$ cat config.mk
export PLATFORM = sky130hd
export DESIGN_NAME = cc_gate_top
export DESIGN_NICKNAME = d
export VERILOG_FILES = /design/src/rtl/cc_gate_pkg.sv /design/src/rtl/cc_cond_eval.sv /design/src/rtl/cc_flag_hold.sv /design/src/rtl/cc_gate_top.sv
export SDC_FILE = /design/constraint.sdc
export NUM_CORES = 1
export LEC_CHECK = 0
export ABC_AREA = 1
export BUFFER_PORTS_ARGS = -buffer_cell sky130_fd_sc_hd__buf_2
export CAP_MARGIN = 20
export CORE_AREA = 2 2 39 41
export CTS_BUF_LIST = sky130_fd_sc_hd__clkbuf_2
export DETAILED_ROUTE_END_ITERATION = 10
export DIE_AREA = 0 0 41 43
export MAX_ROUTING_LAYER = met4
export PLACE_DENSITY = 0.5
export RECOVER_POWER = 100
export SLEW_MARGIN = 20
export SYNTH_ARGS = -nofsm -noshare
export SYNTH_HDL_FRONTEND = slang
export SYNTH_SLANG_ARGS = --single-unit
$ cat constraint.sdc
create_clock -name clk -period 1.6 [get_ports clk]
set_input_delay 0.08 -clock clk [delete_from_list [all_inputs] [get_ports clk]]
set_output_delay 0.08 -clock clk [all_outputs]
set_load 0.05 [all_outputs]
$ cat src/rtl/cc_gate_pkg.sv
package cc_gate_pkg;

    localparam int COND_W = 4;
    localparam int FLAG_W = 4;
    localparam int PAIRS  = 1 << (COND_W - 1);

    typedef struct packed {
        logic n;
        logic z;
        logic c;
        logic v;
    } flags_t;

    // Base tests for the even code of each pair; the odd code inverts it.
    typedef enum logic [COND_W-2:0] {
        PAIR_ZERO   = 3'd0,
        PAIR_CARRY  = 3'd1,
        PAIR_NEG    = 3'd2,
        PAIR_OVF    = 3'd3,
        PAIR_UHIGH  = 3'd4,
        PAIR_SGE    = 3'd5,
        PAIR_SGT    = 3'd6,
        PAIR_ALWAYS = 3'd7
    } pair_e;

endpackage

$ cat src/rtl/cc_cond_eval.sv
module cc_cond_eval
    import cc_gate_pkg::*;
(
    input  logic [COND_W-1:0] cond_code,
    input  flags_t            flags,
    output logic              pass
);

    logic [PAIRS-1:0] base_ok;

    for (genvar gi = 0; gi < PAIRS; gi++) begin : g_pair
        always_comb begin
            case (pair_e'(gi))
                PAIR_ZERO:   base_ok[gi] = flags.z;
                PAIR_CARRY:  base_ok[gi] = flags.c;
                PAIR_NEG:    base_ok[gi] = flags.n;
                PAIR_OVF:    base_ok[gi] = flags.v;
                PAIR_UHIGH:  base_ok[gi] = flags.c & ~flags.z;
                PAIR_SGE:    base_ok[gi] = ~(flags.n ^ flags.v);
                PAIR_SGT:    base_ok[gi] = ~flags.z & ~(flags.n ^ flags.v);
                default:     base_ok[gi] = 1'b1;
            endcase
        end
    end

    always_comb begin
        pass = base_ok[cond_code[COND_W-1:1]] ^ cond_code[0];
    end

endmodule

$ cat src/rtl/cc_flag_hold.sv
module cc_flag_hold
    import cc_gate_pkg::*;
#(
    parameter logic [FLAG_W-1:0] RESET_FLAGS = '0
) (
    input  logic   clk,
    input  logic   rst_n,
    input  logic   wr_en,
    input  flags_t wr_flags,
    output flags_t flags
);

    typedef struct packed {
        flags_t held;
    } hold_state_t;

    hold_state_t st_d, st_q;

    always_comb begin
        st_d = st_q;
        if (wr_en) begin
            st_d.held = wr_flags;
        end
    end

    always_ff @(posedge clk) begin
        if (!rst_n) begin
            st_q.held <= flags_t'(RESET_FLAGS);
        end else begin
            st_q <= st_d;
        end
    end

    assign flags = st_q.held;

endmodule

$ cat src/rtl/cc_gate_top.sv
module cc_gate_top
    import cc_gate_pkg::*;
(
    input  logic              clk,
    input  logic              rst_n,
    input  logic              instr_valid,
    input  logic [COND_W-1:0] cond_code,
    input  logic              flag_we,
    input  logic [FLAG_W-1:0] flag_in,
    output logic              pass,
    output logic              exec_valid,
    output logic [FLAG_W-1:0] flags_out
);

    flags_t cur_flags;
    logic   cond_ok;
    logic   commit_flags;

    cc_cond_eval u_eval (
        .cond_code (cond_code),
        .flags     (cur_flags),
        .pass      (cond_ok)
    );

    always_comb begin
        commit_flags = instr_valid & cond_ok & flag_we;
    end

    cc_flag_hold #(
        .RESET_FLAGS ('0)
    ) u_hold (
        .clk      (clk),
        .rst_n    (rst_n),
        .wr_en    (commit_flags),
        .wr_flags (flags_t'(flag_in)),
        .flags    (cur_flags)
    );

    assign pass       = cond_ok;
    assign exec_valid = instr_valid & cond_ok;
    assign flags_out  = cur_flags;

endmodule

==> results.tsv, run 1 <==
stage	metric	value	unit
sta	final.min_clock_period	1480	ps
placement	place.detailed.hpwl	663	um
synth	synth-seq-area-share	0.236	
cells_and_area	nFillCells	175	
clock_network	cts_buffers	3	
cells_and_area	n_antenna_cell	0	
cells_and_area	multi_input_gate_area	209	um^2
cells_and_area	finish.instance_area	482	um^2
power	vdd_ir_drop_max	0.000241	V
route	drtAntennaViolNets	0	
synth	synth_area_per_cell	5.85	um^2
sta	final_min_period_over_clock_period	0.923	
cells_and_area	syn2layout_area_growth	42.1	%
worst_setup_path	worstSetupStartpointType	flop	
hold_path	hold_path_end	u_hold.flags[0]	
grt	grt_max_degree	8	
placement	placed_standard_cell_area	453	um^2
sta	fin_worst_skew	2.74	ps
synth	number_of_warnings_printed_during_yosys_synthesis	0	
cells_and_area	drive_gt1_frac	0.367	
power	power_density	768	nW/um^2
route	vias	403	
floorplan	die_width	41	um
floorplan	fp.dieArea	1760	um^2
route	drc	0	
worst_setup_path	critical_path_data_arrival_time	1400	ps
worst_setup_path	cp_max_fo	3	
route	drt-wirelength-per-cell	8.46	um
grt	grt_remaining_overflow	0	
sta	max_freq	677	MHz
cells_and_area	largest_register_ff_count	4	
cells_and_area	layout.area.seq	85.1	um^2
sta	grt_setup_unrepaired	no	
worst_setup_path	timing.rr.start	u_hold.flags[3]	
clock_network	clock_slew_at_the_register_clock_pins_of_the_worst_setup_and_hold_paths	40	ps
sta	finalSetupViolCount	0	
clock_network	clkLatencyLatePin	210	ps
grt	antenna_violations_before_repair	0	
run	drv.max_cap_violation_count	0	
synth	syn_nets	70	
clock_network	cts-hold-fix-buffers	0	
floorplan	placementRows	14	
worst_setup_path	reg2reg_depth	12	
route	totalWireLength	804	um
grt	via_count_of_the_first_global_routing_pass	362	
worst_setup_path	worst_ep_required_time	1520	ps
clock_network	clock-sinks	4	
route	drtPass1Iterations	3	
worst_setup_path	start_point_of_the_critical_path	u_hold.flags[3]	
placement	port_buffer_count	17	
route	dr.first_iter.drc_count	3	
synth	synth_area	339	um^2
sta	fin_tns_setup	0	ps
grt	grt_pass1_wl	1280	um
floorplan	placeableCoreArea	1380	um^2
floorplan	initial_core_util	0.245	
hold_path	worstHoldPathType	in2reg	
worst_setup_path	worst_r2r_endpoint	u_hold.flags[2]	
hold_path	timing.hold.worst_path_depth	3	
synth	synth_cell_types	13	
sta	finalWorstSetupSlack	123	ps
sta	timing_hold_violations_final	0	
worst_setup_path	ff2ff_setup_slack	200	ps
placement	place.gp.congestion	0.685	
sta	actual_transition_at_the_worst_max_transition_pin	595	ps
synth	yosys_register_bits	4	
worst_setup_path	endpoint_kind	primary output	
hold_path	hp-start	rst_n	
run_status	run_status	finished, final reports clean	
cells_and_area	nets	93	
sta	slew_headroom	0.605	
clock_network	tritoncts	built	
power	p_leak	0.274	nW
placement	dpl_worst_slack	259	ps
worst_setup_path	crit_type	reg2out	
cells_and_area	layout.cells.most_common_list	sky130_fd_sc_hd__inv_1, sky130_fd_sc_hd__nand2_1, sky130_fd_sc_hd__buf_2	
grt	grt.total_usage	0.113	
power	power.total	0.000370	W
floorplan	io-pin-count	18	
floorplan	floorplan.die.height	43	um
clock_network	clockRootBuffer	sky130_fd_sc_hd__clkbuf_2	
clock_network	h-tree-depth	1	
route	detail_route.vias_per_cell	4.24	
sta	timing.final.max_slew_violations	0	
clock_network	clock_path_buffers	2	
synth	synth_cells	58	
==> where the power goes <==
part	internal (W)	switching [W]	leakage, nW	total (W)
registers	0.000109	0.00000615	0.0344	0.000115
logic	0.0000553	0.000107	0.227	0.000163
clock network	0.0000504	0.0000413	0.0125	0.0000917
==> cells in the mapped netlist <==
master	number	area, um^2
sky130_fd_sc_hd__nand4_1	4	25.0
sky130_fd_sc_hd__nand3_1	4	20.0
sky130_fd_sc_hd__a21oi_1	2	10.0
sky130_fd_sc_hd__nand4_2	1	12.5
sky130_fd_sc_hd__inv_1	14	52.6
sky130_fd_sc_hd__nand2_1	14	52.6
sky130_fd_sc_hd__o21ai_0	2	10.0
sky130_fd_sc_hd__nand3b_2	1	11.3
sky130_fd_sc_hd__nor2_1	6	22.5
sky130_fd_sc_hd__a21boi_0	1	7.51
sky130_fd_sc_hd__nand3_2	1	10.0
sky130_fd_sc_hd__nand2_2	4	25.0
sky130_fd_sc_hd__dfxtp_1	4	80.1
==> what timing repair did <==
action                                  in CTS  in global routing
gates resized for setup                      0                  8
endpoints found under the setup margin       0                  2
setup buffers                                0                  1
==> stage by stage <==
stage | instances | hold slack (ps) | utilization
finish | 95 | 123 | 0.348
global route | 95 | 116 | 0.348
CTS | 94 | 117 | 0.338
detailed placement | 91 | 343 | 0.327
floorplan | 58 | 194 | -
global placement | 91 | 340 | 0.327
==> layout make-up <==
cell class | count | area share
clock buffers | 3 | 0.0312
inverters | 14 | 0.109
multi-input cells | 40 | 0.434
flip-flops and latches | 4 | 0.177
well taps | 16 | 0.0416
repair buffers | 18 | 0.208
==> metal layers <==
layer | GRT usage | vias up | part of all wire
met5 | - | - | 0
met2 | 0.163 | 7 | 0.51
met1 | 0.119 | 172 | 0.45
li1 | - | 224 | -
met3 | 0.0471 | 0 | 0.039
met4 | 0.0800 | 0 | 0
==> worst max-delay path, stage by stage (launching register included) <==
cell and delay, ps:
sky130_fd_sc_hd__dfxtp_2 330, sky130_fd_sc_hd__inv_1 60, sky130_fd_sc_hd__nand2_1 80, sky130_fd_sc_hd__nand3_1 80
sky130_fd_sc_hd__nand2_1 70, sky130_fd_sc_hd__nand3_2 110, sky130_fd_sc_hd__nand2_2 100, sky130_fd_sc_hd__nand2_2 60
sky130_fd_sc_hd__a21boi_2 130, sky130_fd_sc_hd__buf_6 170
==> how the worst max path moves through the flow <==
stage,endpoint,depth (start not counted)
2_1_floorplan,u_hold.flags[0],9
3_3_place_gp,pass,7
3_5_place_dp,exec_valid,7
4_1_cts,exec_valid,7
5_1_grt,exec_valid,9
6_report,exec_valid,9
==> logic make-up after synthesis <==
group           count (synthesis)  share of synthesized area
compound gates                  5                     0.0812
buf+inv                        14                      0.155
flops                           4                      0.236
simple gates                   35                      0.528
(Power assumes the default switching activity.)
==> run 2: changes to the inputs <==
--- a/config.mk
+++ b/config.mk
@@ -5,7 +5,6 @@
 export SDC_FILE = /design/constraint.sdc
 export NUM_CORES = 1
 export LEC_CHECK = 0
-export ABC_AREA = 1
 export BUFFER_PORTS_ARGS = -buffer_cell sky130_fd_sc_hd__buf_2
 export CAP_MARGIN = 20
 export CORE_AREA = 2 2 39 41
@@ -13,7 +12,7 @@
 export DETAILED_ROUTE_END_ITERATION = 10
 export DIE_AREA = 0 0 41 43
 export MAX_ROUTING_LAYER = met4
-export PLACE_DENSITY = 0.5
+export PLACE_DENSITY = 0.46
 export RECOVER_POWER = 100
 export SLEW_MARGIN = 20
 export SYNTH_ARGS = -nofsm -noshare
==> results.tsv, run 2 <==
stage	metric	value	unit	change
run_status	run_status	finished, violations left		
run_status	failed_checks	setup timing		
worst_setup_path	worstSetupStartpointType	flop		
clock_network	clockRootBuffer	sky130_fd_sc_hd__clkbuf_2		
synth	synth_cell_types	18		+5
floorplan	initial_core_util	0.205		-0.0398
worst_setup_path	critical_path_data_arrival_time	1780	ps	+380 ps
worst_setup_path	slowest_delay	480	ps	+150 ps
cells_and_area	nets	69		-26%
floorplan	fp.dieArea	1760	um^2	unchanged
sta	slew_headroom	0.605		about the same
worst_setup_path	worst_ep_required_time	1520	ps	about the same
sta	final_min_period_over_clock_period	1.16		+0.239
synth	ys_top_cells_by_count	sky130_fd_sc_hd__nand2_1, sky130_fd_sc_hd__dfxtp_1, sky130_fd_sc_hd__mux2i_1, sky130_fd_sc_hd__nand3b_1		
synth	synth_area	284	um^2	-16%
floorplan	placementRows	14		unchanged
floorplan	die_width	41	um	unchanged
power	p_leak	0.209	nW	-24%
grt	antenna_violations_before_repair	0		unchanged
sta	finalSetupViolCount	6		+6
synth	postSynth.asyncResetShare	0		unchanged
cells_and_area	layout.cells.most_common_list	sky130_fd_sc_hd__buf_2, sky130_fd_sc_hd__nand2_1		
synth	post-synth-top-count-cell	sky130_fd_sc_hd__nand2_1		
hold_path	hp-start	flag_in[1]		
synth	yosys_register_bits	4		unchanged
floorplan	placeableCoreArea	1380	um^2	unchanged
clock_network	tritoncts	built		
sta	max_freq	538	MHz	-21%
clock_network	cts_buffers	3		unchanged
cells_and_area	syn2layout_area_growth	75.3	%	
grt	grt.total_usage	0.101		-0.0124
clock_network	h-tree-depth	1		unchanged
cells_and_area	drive_gt1_frac	0.564		+0.197
cells_and_area	n_antenna_cell	0		unchanged
cells_and_area	finalCoreUtilization	0.360		+0.0118
power	vdd_ir_drop_max	0.000281	V	+17%
synth	synth-main-ff-cell	sky130_fd_sc_hd__dfxtp_1		
route	drt-wirelength-per-cell	9.03	um	+6.7%
worst_setup_path	timing.rr.start	u_hold.flags[3]		
power	power.total	0.000334	W	-9.6%
grt	grt_remaining_overflow	0		unchanged
cells_and_area	largest_register_ff_count	4		unchanged
cells_and_area	most_frequent_standard_cell_in_the_layout_excluding_fill_and_tap_cells	sky130_fd_sc_hd__buf_2		
floorplan	floorplan.die.height	43	um	unchanged
sta	finalWorstSetupSlack	-259	ps	-382 ps
synth	synth_cells	32		-45%
worst_setup_path	critical-path-slowest-cell	sky130_fd_sc_hd__mux4_2		
route	drc	0		unchanged
worst_setup_path	worst_r2r_endpoint	u_hold.flags[2]		
worst_setup_path	cp_max_fo	4		+1
placement	port_buffer_count	17		unchanged
synth	synth_enable_flop_cells	0		unchanged
power	power_density	671	nW/um^2	-13%
clock_network	clock_slew_at_the_register_clock_pins_of_the_worst_setup_and_hold_paths	40	ps	about the same
route	drtAntennaViolNets	0		unchanged
synth	synth.top_cells.by_area	sky130_fd_sc_hd__dfxtp_1, sky130_fd_sc_hd__mux2i_1, sky130_fd_sc_hd__nand2_1		
synth	syn_nets	44		-37%
clock_network	clock-sinks	4		unchanged
synth	number_of_warnings_printed_during_yosys_synthesis	0		unchanged
worst_setup_path	ff2ff_setup_slack	-190	ps	-390 ps
clock_network	clkLatencyLatePin	200	ps	about the same
run	drv.max_cap_violation_count	0		unchanged
placement	place.gp.congestion	0.622		-9.2%
synth	fraction_of_synthesized_cell_area_taken_by_the_top_area_cell_type	0.282		+0.0458
clock_network	clock_path_buffers	2		unchanged
cells_and_area	nFillCells	151		-14%
sta	timing.final.max_slew_violations	0		unchanged
grt	grt_pass1_wl	1150	um	-9.7%
worst_setup_path	crit_type	reg2out		
sta	actual_transition_at_the_worst_max_transition_pin	595	ps	+0.553 ps
sta	final.min_clock_period	1860	ps	+382 ps
route	vias	300		-26%
route	totalWireLength	641	um	-20%
route	drtPass1Iterations	3		unchanged
hold_path	worstHoldPathType	in2reg		
sta	fin_worst_skew	3.49	ps	+0.746 ps
route	detail_route.vias_per_cell	4.23		-0.39%
synth	netlist.top_cell.by_area	sky130_fd_sc_hd__dfxtp_1		
hold_path	hold_path_end	u_hold.flags[1]		
hold_path	timing.hold.worst_path_depth	3		unchanged
floorplan	io-pin-count	18		unchanged
worst_setup_path	reg2reg_depth	4		-8
route	dr.first_iter.drc_count	2		-1
grt	via_count_of_the_first_global_routing_pass	300		-17%
grt	grt_max_degree	9		+1
worst_setup_path	endpoint_kind	primary output		
worst_setup_path	critical_path.cell_chain	mux4_2 -> a32oi_4 -> xnor2_4 -> and2_4 -> buf_8		
worst_setup_path	start_point_of_the_critical_path	u_hold.flags[3]		
synth	synth-seq-area-share	0.282		+0.0458
sta	grt_setup_unrepaired	yes		
sta	timing_hold_violations_final	0		unchanged
synth	synth_area_per_cell	8.88	um^2	+52%
run 2: changes by cell type in the layout (fill, tap and decap cells not counted), moves of 5 or more:
cell / previous run / this run
sky130_fd_sc_hd__inv_1: 14 / 1
sky130_fd_sc_hd__nand2_1: 14 / 8
sky130_fd_sc_hd__nand4_1: 5 / 0
sky130_fd_sc_hd__nor2_1: 6 / 1
run 2: area by class of cell:
type / count / area [um^2] / area share
clock buffer: 3 / 15.0 / 0.0302
inverter: 1 / 3.75 / 0.00754
multi-input combinational: 26 / 244 / 0.490
sequential: 4 / 95.1 / 0.191
tap: 16 / 20.0 / 0.0402
timing repair buffer: 21 / 120 / 0.241
run 2: worst max path at each step:
stage                           end  slack (ps)  cells past startpoint
global placement    u_hold.flags[2]        -190                      4
CTS                      exec_valid        -300                      5
floorplan                exec_valid        -250                      4
detailed placement  u_hold.flags[2]        -210                      4
global route             exec_valid        -370                      5
finish                   exec_valid        -260                      5
run 2: cell families after synthesis:
logic type,count (synthesis),share of synthesized area
multiplexers,6,0.269
buffers and inverters,2,0.0308
flip-flops,4,0.282
AND/OR/NAND/NOR,15,0.264
AO/OA/AOI/OAI,3,0.0925
XOR/XNOR,2,0.0617
run 2: metal layers:
metal,share of wire,track usage
met5,0,-
met3,0.084,0.0314
met2,0.49,0.141
met4,0,0.0800
met1,0.43,0.112
run 2: power breakdown:
group / leakage [nW] / switching, W / internal [W]
Combinational: 0.161 / 0.0000812 / 0.0000622
Clock: 0.0125 / 0.0000356 / 0.0000503
Sequential: 0.0356 / 0.00000344 / 0.000102
Total: 0.209 / 0.000120 / 0.000214
run 2: per-stage QoR:
stage,area (um^2),TNS (ps),hold WS [ps],setup WS [ps],cells
floorplan,340,-1070,212,-247,32
global placement,463,-900,327,-191,67
detailed placement,463,-1020,323,-214,67
CTS,495,-1430,95.8,-296,71
global route,498,-1840,109,-365,71
finish,498,-1210,115,-259,71
run 2: worst max-delay path, delay by kind of cell, from the launching register on:
family	cells	cell delay, ps
compound gates	1	310
flops	1	350
simple gates	1	160
buf+inv	1	140
xor+xnor	1	150
mux	1	480
run 2: timing repair:
action	CTS	global route
pin swaps	3	3
endpoints found under the setup margin	6	6
gates resized for setup	3	1
hold buffers	0	0
endpoints found under the hold margin	0	0
buffers inserted	1	0
==> run 3: changes to the inputs <==
==> constraint.sdc (replaced) <==
create_clock -name clk -period 1.9 [get_ports clk]
set_input_delay 0.095 -clock clk [delete_from_list [all_inputs] [get_ports clk]]
set_output_delay 0.095 -clock clk [all_outputs]
set_load 0.05 [all_outputs]
==> results.tsv, run 3 (synthesized netlist as in run 2, its figures left out) <==
stage	metric	value	unit	change
run_status	run_status	finished, final reports clean		
clock_network	clock-sinks	4		unchanged
worst_setup_path	cp_max_fo	4		unchanged
grt	antenna_violations_before_repair	0		unchanged
sta	timing_hold_violations_final	0		unchanged
clock_network	clkLatencyLatePin	210	ps	about the same
sta	grt_setup_unrepaired	yes		
floorplan	placeableCoreArea	1380	um^2	unchanged
sta	finalSetupViolCount	0		-6
clock_network	clock_path_buffers	2		unchanged
floorplan	io-pin-count	18		unchanged
worst_setup_path	critical_path.top_delay_family	multiplexers		
cells_and_area	drive_gt1_frac	0.556		-0.00808
sta	fin_tns_setup	0	ps	+1210 ps
clock_network	clockRootBuffer	sky130_fd_sc_hd__clkbuf_2		
floorplan	initial_core_util	0.205		unchanged
placement	port_buffer_count	17		unchanged
cells_and_area	most_frequent_standard_cell_in_the_layout_excluding_fill_and_tap_cells	sky130_fd_sc_hd__buf_2		
worst_setup_path	critical-path-slowest-cell	sky130_fd_sc_hd__mux4_2		
worst_setup_path	critical_path.cell_chain	mux4_2 -> a32oi_4 -> xnor2_4 -> and2_4 -> buf_8		
route	drc	0		unchanged
grt	grt_remaining_overflow	0		unchanged
clock_network	clock_slew_at_the_register_clock_pins_of_the_worst_setup_and_hold_paths	40	ps	about the same
clock_network	h-tree-depth	1		unchanged
floorplan	placementRows	14		unchanged
floorplan	fp.dieArea	1760	um^2	unchanged
sta	actual_transition_at_the_worst_max_transition_pin	592	ps	-3.28 ps
sta	final.min_clock_period	1830	ps	
worst_setup_path	timing.critical_path.buf_inv	1		unchanged
route	totalWireLength	641	um	unchanged
grt	grt.total_usage	0.0888		-0.0120
floorplan	die_width	41	um	unchanged
sta	fin_worst_skew	1.97	ps	-1.52 ps
route	dr.first_iter.drc_count	3		+1
power	vdd_ir_drop_max	0.000265	V	-5.8%
sta	slew_headroom	0.607		+0.00218
run	drv.max_cap_violation_count	0		unchanged
power	p_leak	0.208	nW	-0.33%
worst_setup_path	critical_path_data_arrival_time	1740	ps	-40 ps
route	drtAntennaViolNets	0		unchanged
power	power_density	596	nW/um^2	-11%
cells_and_area	largest_register_ff_count	4		unchanged
floorplan	floorplan.die.height	43	um	unchanged
placement	place.gp.congestion	0.657		+5.5%
hold_path	worstHoldPathType	in2reg		
grt	grt_max_degree	9		unchanged
cells_and_area	syn2layout_area_growth	70.0	%	
clock_network	cts_buffers	3		unchanged
cells_and_area	n_antenna_cell	0		unchanged
cells_and_area	nFillCells	149		-1.3%
cells_and_area	nets	68		-1.4%
sta	timing.final.max_slew_violations	0		unchanged
sta	max_freq	546	MHz	
grt	via_count_of_the_first_global_routing_pass	256		-15%
clock_network	tritoncts	built		
route	vias	290		-3.3%
grt	grt_pass1_wl	986	um	-14%
power	power.total	0.000288	W	-14%
cells_and_area	layout.cells.most_common_list	sky130_fd_sc_hd__buf_2, sky130_fd_sc_hd__nand2_1, sky130_fd_sc_hd__mux2i_1		
clock_network	cts-hold-fix-buffers	0		unchanged
worst_setup_path	worstSetupStartpointType	flop		
worst_setup_path	slowest_delay	470	ps	about the same
worst_setup_path	worst_ep_required_time	1800	ps	+280 ps
sta	final_min_period_over_clock_period	0.963		
worst_setup_path	crit_type	reg2out		
route	detail_route.vias_per_cell	4.14		-2.0%
worst_setup_path	endpoint_kind	primary output		
route	drtPass1Iterations	2		-1
route	drt-wirelength-per-cell	9.16	um	+1.4%
[run 3: cell count changes in the layout (fill, tap and decap cells not counted), sizes merged]
cell,change
clkbuf,-1
[run 3: power breakdown]
group | leakage [nW] | internal (W) | switching (W) | total [W]
sequential | 0.0350 | 0.0000872 | 0.00000346 | 0.0000907
clock | 0.0125 | 0.0000424 | 0.0000342 | 0.0000766
combinational | 0.161 | 0.0000536 | 0.0000671 | 0.000121
total | 0.208 | 0.000183 | 0.000105 | 0.000288
[run 3: worst reg2reg max path, stage by stage (launching register included)]
cell and delay, ps:
sky130_fd_sc_hd__dfxtp_4 350, sky130_fd_sc_hd__mux4_2 470, sky130_fd_sc_hd__a32oi_4 260, sky130_fd_sc_hd__buf_6 150, sky130_fd_sc_hd__mux2i_4 300, sky130_fd_sc_hd__mux2i_1 210
[run 3: per-stage QoR]
stage | instance area [um^2] | hold slack, ps | worst slack, ps | cells | util
global placement | 443 | 339 | 107 | 65 | 0.320
floorplan | 335 | 227 | 15.9 | 32 | -
CTS | 472 | 109 | 0.234 | 69 | 0.341
detailed placement | 443 | 340 | 85.3 | 65 | 0.320
global route | 483 | 111 | -3.39 | 70 | 0.349
finish | 483 | 124 | 69.8 | 70 | 0.349
[run 3: layout make-up]
class | instances | area (um^2) | share of cell area
Clock buffer | 3 | 15.0 | 0.0311
Multi-Input combinational cell | 26 | 236 | 0.490
Inverter | 1 | 3.75 | 0.00777
Sequential cell | 4 | 90.1 | 0.187
Timing Repair Buffer | 20 | 118 | 0.244
Tap cell | 16 | 20.0 | 0.0415
[run 3: per-layer routing]
metal | vias to the layer above | track usage | wire length (um)
li1 | 155 | - | -
met1 | 122 | 0.114 | 282
met2 | 13 | 0.103 | 297
met3 | 0 | 0.0314 | 61
met4 | 0 | 0.0800 | 0
met5 | - | - | 0
[run 3: path summary, 6_finish.rpt]
path,from,endpoint,slack (ps),depth (start not counted)
setup reg to reg,u_hold.flags[3],u_hold.flags[2],80,5
setup / recovery,u_hold.flags[3],exec_valid,70,5
hold reg to reg,u_hold.flags[2],u_hold.flags[2],480,2
hold / removal,flag_in[3],u_hold.flags[3],120,3
[run 3: what timing repair did]
| action | in CTS | in global routing |
|---|---|---|
| setup buffers | 1 | 1 |
| endpoints found under the setup margin | 1 | 6 |
| cloned | 0 | 0 |
| pin swaps | 1 | 3 |
| resized for setup | 2 | 2 |
